**src/rtl/rxsort_pkg.sv**
```systemverilog
package rxsort_pkg;

    localparam int DATA_W = 32;
    localparam int LEN_W  = 8;

    typedef enum logic [1:0] {
        ST_HDR  = 2'd0,
        ST_TAG  = 2'd1,
        ST_BODY = 2'd2
    } steer_st_e;

    typedef struct packed {
        logic              done;
        logic              ok;
        logic [DATA_W-1:0] data;
    } rd_rsp_t;

    function automatic logic [LEN_W-1:0] hdr_len(input logic [DATA_W-1:0] w);
        return w[LEN_W-1:0];
    endfunction

endpackage

```
**src/rtl/rxsort_fifo.sv**
```systemverilog
module rxsort_fifo #(
    parameter int DW    = 32,
    parameter int DEPTH = 24
) (
    input  logic          clk,
    input  logic          rst,
    input  logic          push,
    input  logic [DW-1:0] wdata,
    input  logic          pop,
    output logic [DW-1:0] rdata,
    output logic          full,
    output logic          empty
);
    localparam int AW = (DEPTH > 1) ? $clog2(DEPTH) : 1;
    localparam int CW = $clog2(DEPTH + 1);

    logic [DW-1:0] mem [DEPTH];
    logic [AW-1:0] wp, rp;
    logic [CW-1:0] cnt;

    function automatic logic [AW-1:0] step(input logic [AW-1:0] p);
        return (p == AW'(DEPTH - 1)) ? '0 : p + AW'(1);
    endfunction

    always_ff @(posedge clk) begin
        if (push) mem[wp] <= wdata;
    end

    always_ff @(posedge clk) begin
        if (rst) begin
            wp  <= '0;
            rp  <= '0;
            cnt <= '0;
        end else begin
            if (push) wp <= step(wp);
            if (pop)  rp <= step(rp);
            case ({push, pop})
                2'b10:   cnt <= cnt + CW'(1);
                2'b01:   cnt <= cnt - CW'(1);
                default: cnt <= cnt;
            endcase
        end
    end

    assign rdata = mem[rp];
    assign full  = (cnt == CW'(DEPTH));
    assign empty = (cnt == '0);
endmodule

```
**src/rtl/rxsort_match.sv**
```systemverilog
module rxsort_match #(
    parameter int NQ = 4,
    parameter int DW = 32,
    parameter int QW = 3
) (
    input  logic [DW-1:0]    tag,
    input  logic [NQ*DW-1:0] cfg_tag,
    input  logic [NQ-1:0]    cfg_en,
    output logic             hit,
    output logic [QW-1:0]    idx
);
    logic [NQ-1:0] eq;

    for (genvar g = 0; g < NQ; g++) begin : g_cmp
        assign eq[g] = cfg_en[g] && (cfg_tag[g*DW +: DW] == tag);
    end

    // lowest index wins: scan downwards so the last write is the lowest hit
    always_comb begin
        idx = '0;
        for (int i = NQ - 1; i >= 0; i--) begin
            if (eq[i]) idx = QW'(i);
        end
    end

    assign hit = |eq;
endmodule

```
**src/rtl/rxsort_steer.sv**
```systemverilog
module rxsort_steer
    import rxsort_pkg::*;
#(
    parameter int NQ = 4,
    parameter int QW = 3
) (
    input  logic                 clk,
    input  logic                 rst,
    input  logic                 in_valid,
    input  logic [DATA_W-1:0]    in_data,
    output logic                 in_ready,
    input  logic [NQ*DATA_W-1:0] cfg_tag,
    input  logic [NQ-1:0]        cfg_en,
    input  logic [NQ:0]          full_v,
    output logic [NQ:0]          push_v,
    output logic [DATA_W-1:0]    push_data
);
    steer_st_e        st;
    logic [LEN_W-1:0] remain;
    logic [QW-1:0]    dest;
    logic             hit;
    logic [QW-1:0]    hit_idx;
    logic             acc;

    rxsort_match #(.NQ(NQ), .DW(DATA_W), .QW(QW)) u_match (
        .tag     (in_data),
        .cfg_tag (cfg_tag),
        .cfg_en  (cfg_en),
        .hit     (hit),
        .idx     (hit_idx)
    );

    always_comb begin
        in_ready  = 1'b0;
        push_v    = '0;
        push_data = in_data;
        case (st)
            ST_HDR: in_ready = 1'b1;
            ST_TAG: begin
                if (hit) begin
                    in_ready = 1'b1;
                end else begin
                    in_ready   = !full_v[NQ];
                    push_v[NQ] = in_valid && !full_v[NQ];
                end
            end
            ST_BODY: begin
                in_ready     = !full_v[dest];
                push_v[dest] = in_valid && !full_v[dest];
            end
            default: in_ready = 1'b0;
        endcase
    end

    assign acc = in_valid && in_ready;

    always_ff @(posedge clk) begin
        if (rst) begin
            st     <= ST_HDR;
            remain <= '0;
            dest   <= '0;
        end else if (acc) begin
            case (st)
                ST_HDR: begin
                    remain <= hdr_len(in_data);
                    st     <= ST_TAG;
                end
                ST_TAG: begin
                    dest <= hit ? hit_idx : QW'(NQ);
                    st   <= (remain == '0) ? ST_HDR : ST_BODY;
                end
                ST_BODY: begin
                    remain <= remain - LEN_W'(1);
                    if (remain == LEN_W'(1)) st <= ST_HDR;
                end
                default: st <= ST_HDR;
            endcase
        end
    end
endmodule

```
**src/rtl/rx_tag_sorter.sv**
```systemverilog
module rx_tag_sorter
    import rxsort_pkg::*;
#(
    parameter int NQ       = 4,
    parameter int MQ_DEPTH = 24,
    parameter int CA_DEPTH = 32,
    parameter int QW       = $clog2(NQ + 1)
) (
    input  logic                 clk,
    input  logic                 rst,
    input  logic                 in_valid,
    input  logic [DATA_W-1:0]    in_data,
    output logic                 in_ready,
    input  logic [NQ*DATA_W-1:0] cfg_tag,
    input  logic [NQ-1:0]        cfg_en,
    input  logic                 rd_en,
    input  logic [QW-1:0]        rd_sel,
    output logic                 rd_done,
    output logic                 rd_ok,
    output logic [DATA_W-1:0]    rd_data,
    output logic                 ca_irq
);
    logic [NQ:0]       full_v, empty_v, push_v, pop_v;
    logic [DATA_W-1:0] push_data;
    logic [DATA_W-1:0] head [NQ+1];
    logic              sel_hit;
    logic [DATA_W-1:0] sel_data;
    rd_rsp_t           rsp;

    rxsort_steer #(.NQ(NQ), .QW(QW)) u_steer (
        .clk       (clk),
        .rst       (rst),
        .in_valid  (in_valid),
        .in_data   (in_data),
        .in_ready  (in_ready),
        .cfg_tag   (cfg_tag),
        .cfg_en    (cfg_en),
        .full_v    (full_v),
        .push_v    (push_v),
        .push_data (push_data)
    );

    for (genvar g = 0; g <= NQ; g++) begin : g_q
        localparam int D = (g == NQ) ? CA_DEPTH : MQ_DEPTH;
        rxsort_fifo #(.DW(DATA_W), .DEPTH(D)) u_fifo (
            .clk   (clk),
            .rst   (rst),
            .push  (push_v[g]),
            .wdata (push_data),
            .pop   (pop_v[g]),
            .rdata (head[g]),
            .full  (full_v[g]),
            .empty (empty_v[g])
        );
    end

    always_comb begin
        sel_data = '0;
        for (int i = 0; i <= NQ; i++) begin
            pop_v[i] = rd_en && (rd_sel == QW'(i)) && !empty_v[i];
            if (pop_v[i]) sel_data = head[i];
        end
        sel_hit = |pop_v;
    end

    always_ff @(posedge clk) begin
        if (rst) begin
            rsp <= '0;
        end else begin
            rsp.done <= rd_en;
            rsp.ok   <= sel_hit;
            rsp.data <= sel_data;
        end
    end

    assign rd_done = rsp.done;
    assign rd_ok   = rsp.ok;
    assign rd_data = rsp.data;
    assign ca_irq  = !empty_v[NQ];
endmodule

```
**config.mk**
```make
export PLATFORM = sky130hd
export DESIGN_NAME = rx_tag_sorter
export DESIGN_NICKNAME = d
export VERILOG_FILES = /design/src/rtl/rxsort_pkg.sv /design/src/rtl/rxsort_fifo.sv /design/src/rtl/rxsort_match.sv /design/src/rtl/rxsort_steer.sv /design/src/rtl/rx_tag_sorter.sv
export SDC_FILE = /design/constraint.sdc
export NUM_CORES = 2
export LEC_CHECK = 0
export BUFFER_PORTS_ARGS = -buffer_cell sky130_fd_sc_hd__buf_2
export CAP_MARGIN = 20
export CORE_MARGIN = 2
export CORE_UTILIZATION = 55
export DETAILED_ROUTE_END_ITERATION = 8
export GPL_TIMING_DRIVEN = 0
export PLACE_DENSITY = 0.8
export SYNTH_ARGS = -nofsm -noshare
export SYNTH_HDL_FRONTEND = slang
export SYNTH_HIERARCHICAL = 1
export SYNTH_SLANG_ARGS = --single-unit
```
**constraint.sdc**
```tcl
create_clock -name clk -period 5.9 [get_ports clk]
set_input_delay 1.475 -clock clk [delete_from_list [all_inputs] [get_ports clk]]
set_output_delay 1.475 -clock clk [all_outputs]
set_load 0.05 [all_outputs]
```
After elaboration in Yosys (flattened, before gate mapping)

Memories as Yosys holds them, arrays and structs flattened. A register that Yosys moved wholly into a read port is not among the register bits.
Cells that the tools add are included.

Register bits after elaboration: 123
Memory bits (writable): 4096
Input port bits: 171
Output and inout bits: 36
Memories: 5

Add/subtract/negate cells: 21
$lt $le $gt $ge: 2
Eq/ne operators: 37
Mux-type cells: 58
Bitwise operators: 1
Reduce and logical (&&, ||, !) cells: 44

Memory list:

| memory            | words | bits a word | rd ports | clocked after Yosys merged registers in | write ports | RTL line          | source |
|---|---|---|---|---|---|---|---|
| g_q[4].u_fifo.mem | 32    | 32          | 1        | 1                                       | 1           | rxsort_fifo.sv:17 | `logic [DW-1:0] mem [DEPTH];` |
| g_q[0].u_fifo.mem | 24    | 32          | 1        | 1                                       | 1           | rxsort_fifo.sv:17 |  |
| g_q[1].u_fifo.mem | 24    | 32          | 1        | 1                                       | 1           | rxsort_fifo.sv:17 |  |
| g_q[2].u_fifo.mem | 24    | 32          | 1        | 1                                       | 1           | rxsort_fifo.sv:17 |  |
| g_q[3].u_fifo.mem | 24    | 32          | 1        | 1                                       | 1           | rxsort_fifo.sv:17 |  |

Operator list:

| kind                                                                  | count |
|---|---|
| 32-bit 2-to-1 mux                                                     | 5 |
| 32-bit equality test                                                  | 4 |
| 5-bit 2-to-1 mux                                                      | 20 |
| 5-bit by 1-bit adder with 5-bit output, second input constant         | 14 |
| 5-bit equality test, second input constant                            | 14 |
| 5-bit case mux with 2 select lines                                    | 4 |
| 5-bit logical NOT                                                     | 4 |
| 5-bit by 1-bit subtractor with 5-bit output, second input constant    | 4 |
| 1-bit logical AND                                                     | 18 |
| 8-bit case mux with 2 select lines                                    | 1 |
| 1-bit 2-to-1 mux                                                      | 14 |
| 2-bit by 1-bit equality test with 1-bit output, second input constant | 6 |
| 2-bit equality test, second input constant                            | 6 |
| 3-bit 2-to-1 mux                                                      | 4 |
| 6-bit case mux with 2 select lines                                    | 1 |
| 2-bit nonzero test                                                    | 6 |
| 8-bit by 1-bit equality test with 1-bit output, second input constant | 1 |
| 8-bit logical NOT                                                     | 1 |
| 8-bit by 1-bit subtractor with 8-bit output, second input constant    | 1 |
| 1-bit logical NOT                                                     | 7 |
| 6-bit by 1-bit adder with 6-bit output, second input constant         | 1 |
| 3-bit by 2-bit equality test with 1-bit output, second input constant | 2 |
| 6-bit equality test, second input constant                            | 1 |
| 6-bit logical NOT                                                     | 1 |
| other kinds (19)                                                      | 23 |

Logic depth before layout (Yosys ltp)

Depth after elaboration: 9
Mapped depth: 20

Cells and area by module

The synthesis kept the hierarchy.

By module, submodules not included:

| module                           | times used | cells an instance | area an instance (µm²) | seq. area each (µm²) |
|---|---|---|---|---|
| rxsort_fifo at g_q[1].u_fifo ... | 3          | 1467              | 30305.3                | 23462.5 |
| rxsort_fifo at g_q[4].u_fifo     | 1          | 2051              | 40370.0                | 31169.9 |
| rxsort_fifo at g_q[0].u_fifo     | 1          | 1464              | 30296.6                | 23462.5 |
| rx_tag_sorter                    | 1          | 198               | 1910.6                 | 680.7 |
| rxsort_match                     | 1          | 186               | 1475.2                 | 0.0 |
| rxsort_steer                     | 1          | 157               | 1271.2                 | 260.2 |

Least setup slack after synthesis

No wires, ideal clock.

Path type: input to output
Start: in in_data[22]
End: out in_ready
Data arrival time: 3782 ps
Data required time: 4425 ps
Setup slack: 643 ps
Cell stages on the path: 11
Cells stage by stage: xor2_1 nor4_1 nand4_1 nor4_2 nand2b_1 nand3b_1 inv_1 a21oi_1 a211oi_4 buf_2 nor2_1

Word-level cells in the longest chain between the ends: 5
Elaborated cells on any way between the ends: 11
Those cells by class: eq/ne (4); mux (2); reduce/logical (5)

Ends and longest elaborated chain:

| element                                | RTL line            | source |
|---|---|---|
| start, declared                        | rx_tag_sorter.sv:12 | `input logic [DATA_W-1:0] in_data,` |
| 32-bit equality test                   | rxsort_match.sv:15  | `assign eq[g] = cfg_en[g] && (cfg_tag[g*DW +: DW] == tag);` |
| 1-bit logical AND                      | rxsort_match.sv:15  |  |
| 4-bit OR reduction (*)                 | rxsort_match.sv:26  | `assign hit = \|eq;` |
| net u_steer.hit                        | rxsort_steer.sv:21  | `logic hit;` |
| 1-bit 2-to-1 mux (*)                   | rxsort_steer.sv:40  | `if (hit) begin` |
| 1-bit case mux with 3 select lines (*) | rxsort_steer.sv:37  | `case (st)` |
| end, declared                          | rx_tag_sorter.sv:13 | `output logic in_ready,` |

Mark *: on every way through the listed nets, which the timed path passes. The rest lies on a longest branch.

Worst setup path after layout

Start: in in_data[5]
End: out in_ready

The elaborated chain is that of the path after synthesis.

==> impl_results.md <==
* Iteration-0 DRC Markers at ~16000
* Post-Synthesis Cells at approximately 8500
* Final period util at 0.998
* Core ar. at between 300000 and 400000 um^2
* Max-cap viol count at 0
* Post-route minimum period at 5.89 ns
* Drt drc at 0
* Final WS setup at between 0.01 and 0.015 ns
* # rows at about 200
* Die X at approximately 550 um
* Crit path max fanout at 10
* Netlist cell types at 74
* Clock transition at path regs at 0.06 ns
* CP top delay family: simple AND/OR/NAND/NOR gates
* Final Instance Area at between 150000 and 200000 um^2
* Largest area contributor in the netlist: edfxtp_1
* Largest net degree at the start of global routing at 97
* Worst r2r src: g_q[0].u_fifo/cnt[2]$_SDFFE_PP0P_
* Top_reg_cell synth: edfxtp_1
* Synth cell count leaders: edfxtp_1 (4096), mux4_2 (640), mux2i_1 (521), a22oi_1 (451), mux2_2 (333)
* Fin nets at between 9000 and 10000
* Final hold violation count at 0
* Die area at slightly above 300000 um^2
* GP Congestion at 0.975
* Top cells by area, synth: edfxtp_1 (74%), mux4_2 (8.7%), mux2i_1 (3.1%)
* Worst skew pair latency at 0.93 ns
* CTS tree: done
* Synthesized net count at around 8700
* Buf/Inv on CP at 5
* Worst Setup End Kind: output pin
* Initial Utilization at 0.554
* Fillers at 19300
* Root buffer cell: clkbuf_16
* Placed insts at 12700
* First-pass GRT wire length at ~650000 um
* Final instance count without filler cells at 13500
* GR Overflow Total at 0
* First-pass DRT Iterations at 9
* Worst setup SP type: input port
* Worst setup path startpoint: in_data[5]
* Vias/cell at approximately 6.8
* Post-route ant nets at 0
* Hold path startpoint: u_steer/remain[3]$_SDFFE_PP0P_
* Crit-path most repeated cell: buf_2
* Synth top area share at 0.740
* Clk sink count at roughly 4200
* IO Count at 207
* #FFs+latches synth at about 4200
* Worst-margin pin slew at between 1 and 1.5 ns
* Post-synth ARST share at 0
* Pwr Density at ~320 nW/um^2
* # setup viols final at 0
* Number of global-route vias before repair at about 90000
* Skew final at around 0.063 ns
* Avg WL per Cell at 34.3 um
* Area grow syn2layout at 12.9%
* Worst path max stage delay at approximately 0.47 ns
* Clk buf depth at 4
* Crit path DAT at between 4 and 5 ns
* Post-Place Worst Slack at -0.612 ns
* Fraction of layout cells with a size suffix above 1 at 0.233
* # hold bufs at CTS at 0
* Post-synthesis sequential area ratio at 0.758
* WP data required at between 4 and 5 ns
* Top-count cell post-synth: edfxtp_1
* Max rail drop VDD at approximately 0.00025 V
* CTS Buf Count at roughly 400
* Mapped Area at roughly 170000 um^2
* Yosys warnings at 6
* H-tree depth at 5
* Pins Over Slew Limit at 0
* Avg Cell Area, Syn at approximately 20 um^2
* Critical path's slowest cell: clkbuf_1
* Tot GR Track Use at 0.298
* Die Ht at 554 um
* Cell Area, Placed at between 150000 and 200000 um^2
* Initial antenna violation count at 46
* Post-DP HPWL at 281000 um
* Lkg Pwr at between 50 and 60 nW
* Setup CP Type: in -> out
* RSZ-0062 raised after global routing: false
* Setup bufs post-CTS at 0
* Post-synth EDFFs at approximately 4100
* Hold Path Class: reg -> reg
* Vias at slightly above 90000
* Slew margin rel. at 0.119
* Critical Path, Cell by Cell: buf_2 > clkbuf_1 > xnor2_1 > nand4_1 > nor4_1 > nand3_1 > nand3b_1 > inv_1 > a21oi_1 > a211oi_4 > buf_2 > nor2_1 > clkbuf_4
* I/O Buffers at slightly above 200
* Peak Freq at about 170 MHz
* Status: finished clean
* Drt total wl at between 400000 and 500000 um
-- power breakdown --
group | internal (mW) | switching [mW]
Sequential | 33.0 | 0.0313
Clock | 14.0 | 11.0
Combinational | 0.322 | 1.05
-- routing by layer --
metal	vias to the layer above	global-route usage	share of wire
met2	7437	0.453	0.46
met1	46200	0.394	0.34
met5	-	0.000156	0.00022
li1	36000	-	-
met4	20	0.149	0.059
met3	1111	0.0863	0.14
-- metrics by stage --
step                utilization  setup TNS [ns]  power, mW  hold slack, ns
floorplan                     -               0       34.3           0.466
global placement          0.574        -2235.83       34.9           0.480
detailed placement        0.583         -101.51       35.0           0.496
CTS                       0.624               0       59.5           0.507
global route              0.625               0       60.7           0.519
finish                    0.625               0       59.4           0.502
-- cell usage in the layout (no fill, tap or decap), types with 68 or more instances in the layout --
cell type,instances
a211oi_1,68
xnor2_1,90
o21ai_0,75
a22oi_1,451
clkbuf_16,404
clkinv_1,83
clkinv_2,75
dfxtp_1,148
mux4_2,640
nand2_1,187
and2_2,77
nor2b_1,94
edfxtp_1,4096
mux2i_1,521
clkbuf_1,348
nand3_1,281
nor3_1,93
mux2_2,333
buf_2,283
buf_4,69
xor2_1,70
nor2_1,132
-- state kept, by name, summed over array words and instances (netlist names), 2 cells and up, named ones only --
name            count
g_q.u_fifo/mem   4096
u_steer/dest        3
rd_data            32
g_q.u_fifo/rp      25
u_steer/st          2
g_q.u_fifo/wp      25
g_q.u_fifo/cnt     26
u_steer/remain      8
-- final timing paths --
| check | to | slack (ns) | cells after the start |
|---|---|---|---|
| setup / recovery | in_ready | 0.01 | 13 |
| hold / removal | u_steer/remain[3]$_SDFFE_PP0P_ | 0.50 | 2 |
| setup reg to reg | g_q[3].u_fifo/cnt[4]$_SDFFE_PP0P_ | 0.62 | 16 |
| hold reg to reg | u_steer/remain[3]$_SDFFE_PP0P_ | 0.50 | 2 |
-- repair_timing --
item,CTS,global route
setup endpoints to repair,1,1
pin swaps,0,1
gates cloned,0,0
resized for setup,2,3
-- logic make-up (layout without fill, tap and decap cells) --
kind of cell,after synthesis,in the layout,share of synthesized area
flip-flops,4244,4244,0.758
multiplexers,1504,1504,0.141
AND/OR/NAND/NOR,1103,1103,0.0346
AO/OA/AOI/OAI,855,855,0.0376
buffers and inverters,540,1563,0.0165
XOR/XNOR,160,160,0.00843
adder cells (fa/ha/maj),50,50,0.00376
other,1,22,0.0000226
-- worst reg2reg max path: stages (launching register included) --
cell and delay, ns:
dfxtp_1 0.46, nor3_1 0.15, and3_1 0.33, mux2_2 0.40
a22oi_4 0.21, nand4b_1 0.29, nor3_1 0.79, clkbuf_1 0.38
inv_1 0.24, ha_1 0.25, clkbuf_1 0.21, xor2_1 0.27
ha_1 0.21, a21oi_1 0.08, or3_1 0.37, a31oi_1 0.19
mux2_1 0.33
-- cell type report --
cell class	count	area, um^2	share of cell area
Antenna cell	21	52.6	0.000280
Buffer	507	2720	0.0145
Clock buffer	500	10600	0.0566
Clock inverter	220	1910	0.0102
Inverter	33	124	0.000660
Multi-Input combinational cell	3673	38000	0.202
Sequential cell	4244	126000	0.671
Tap cell	3958	4950	0.0264
Timing Repair Buffer	303	3320	0.0177
(Power assumes the default switching activity.)
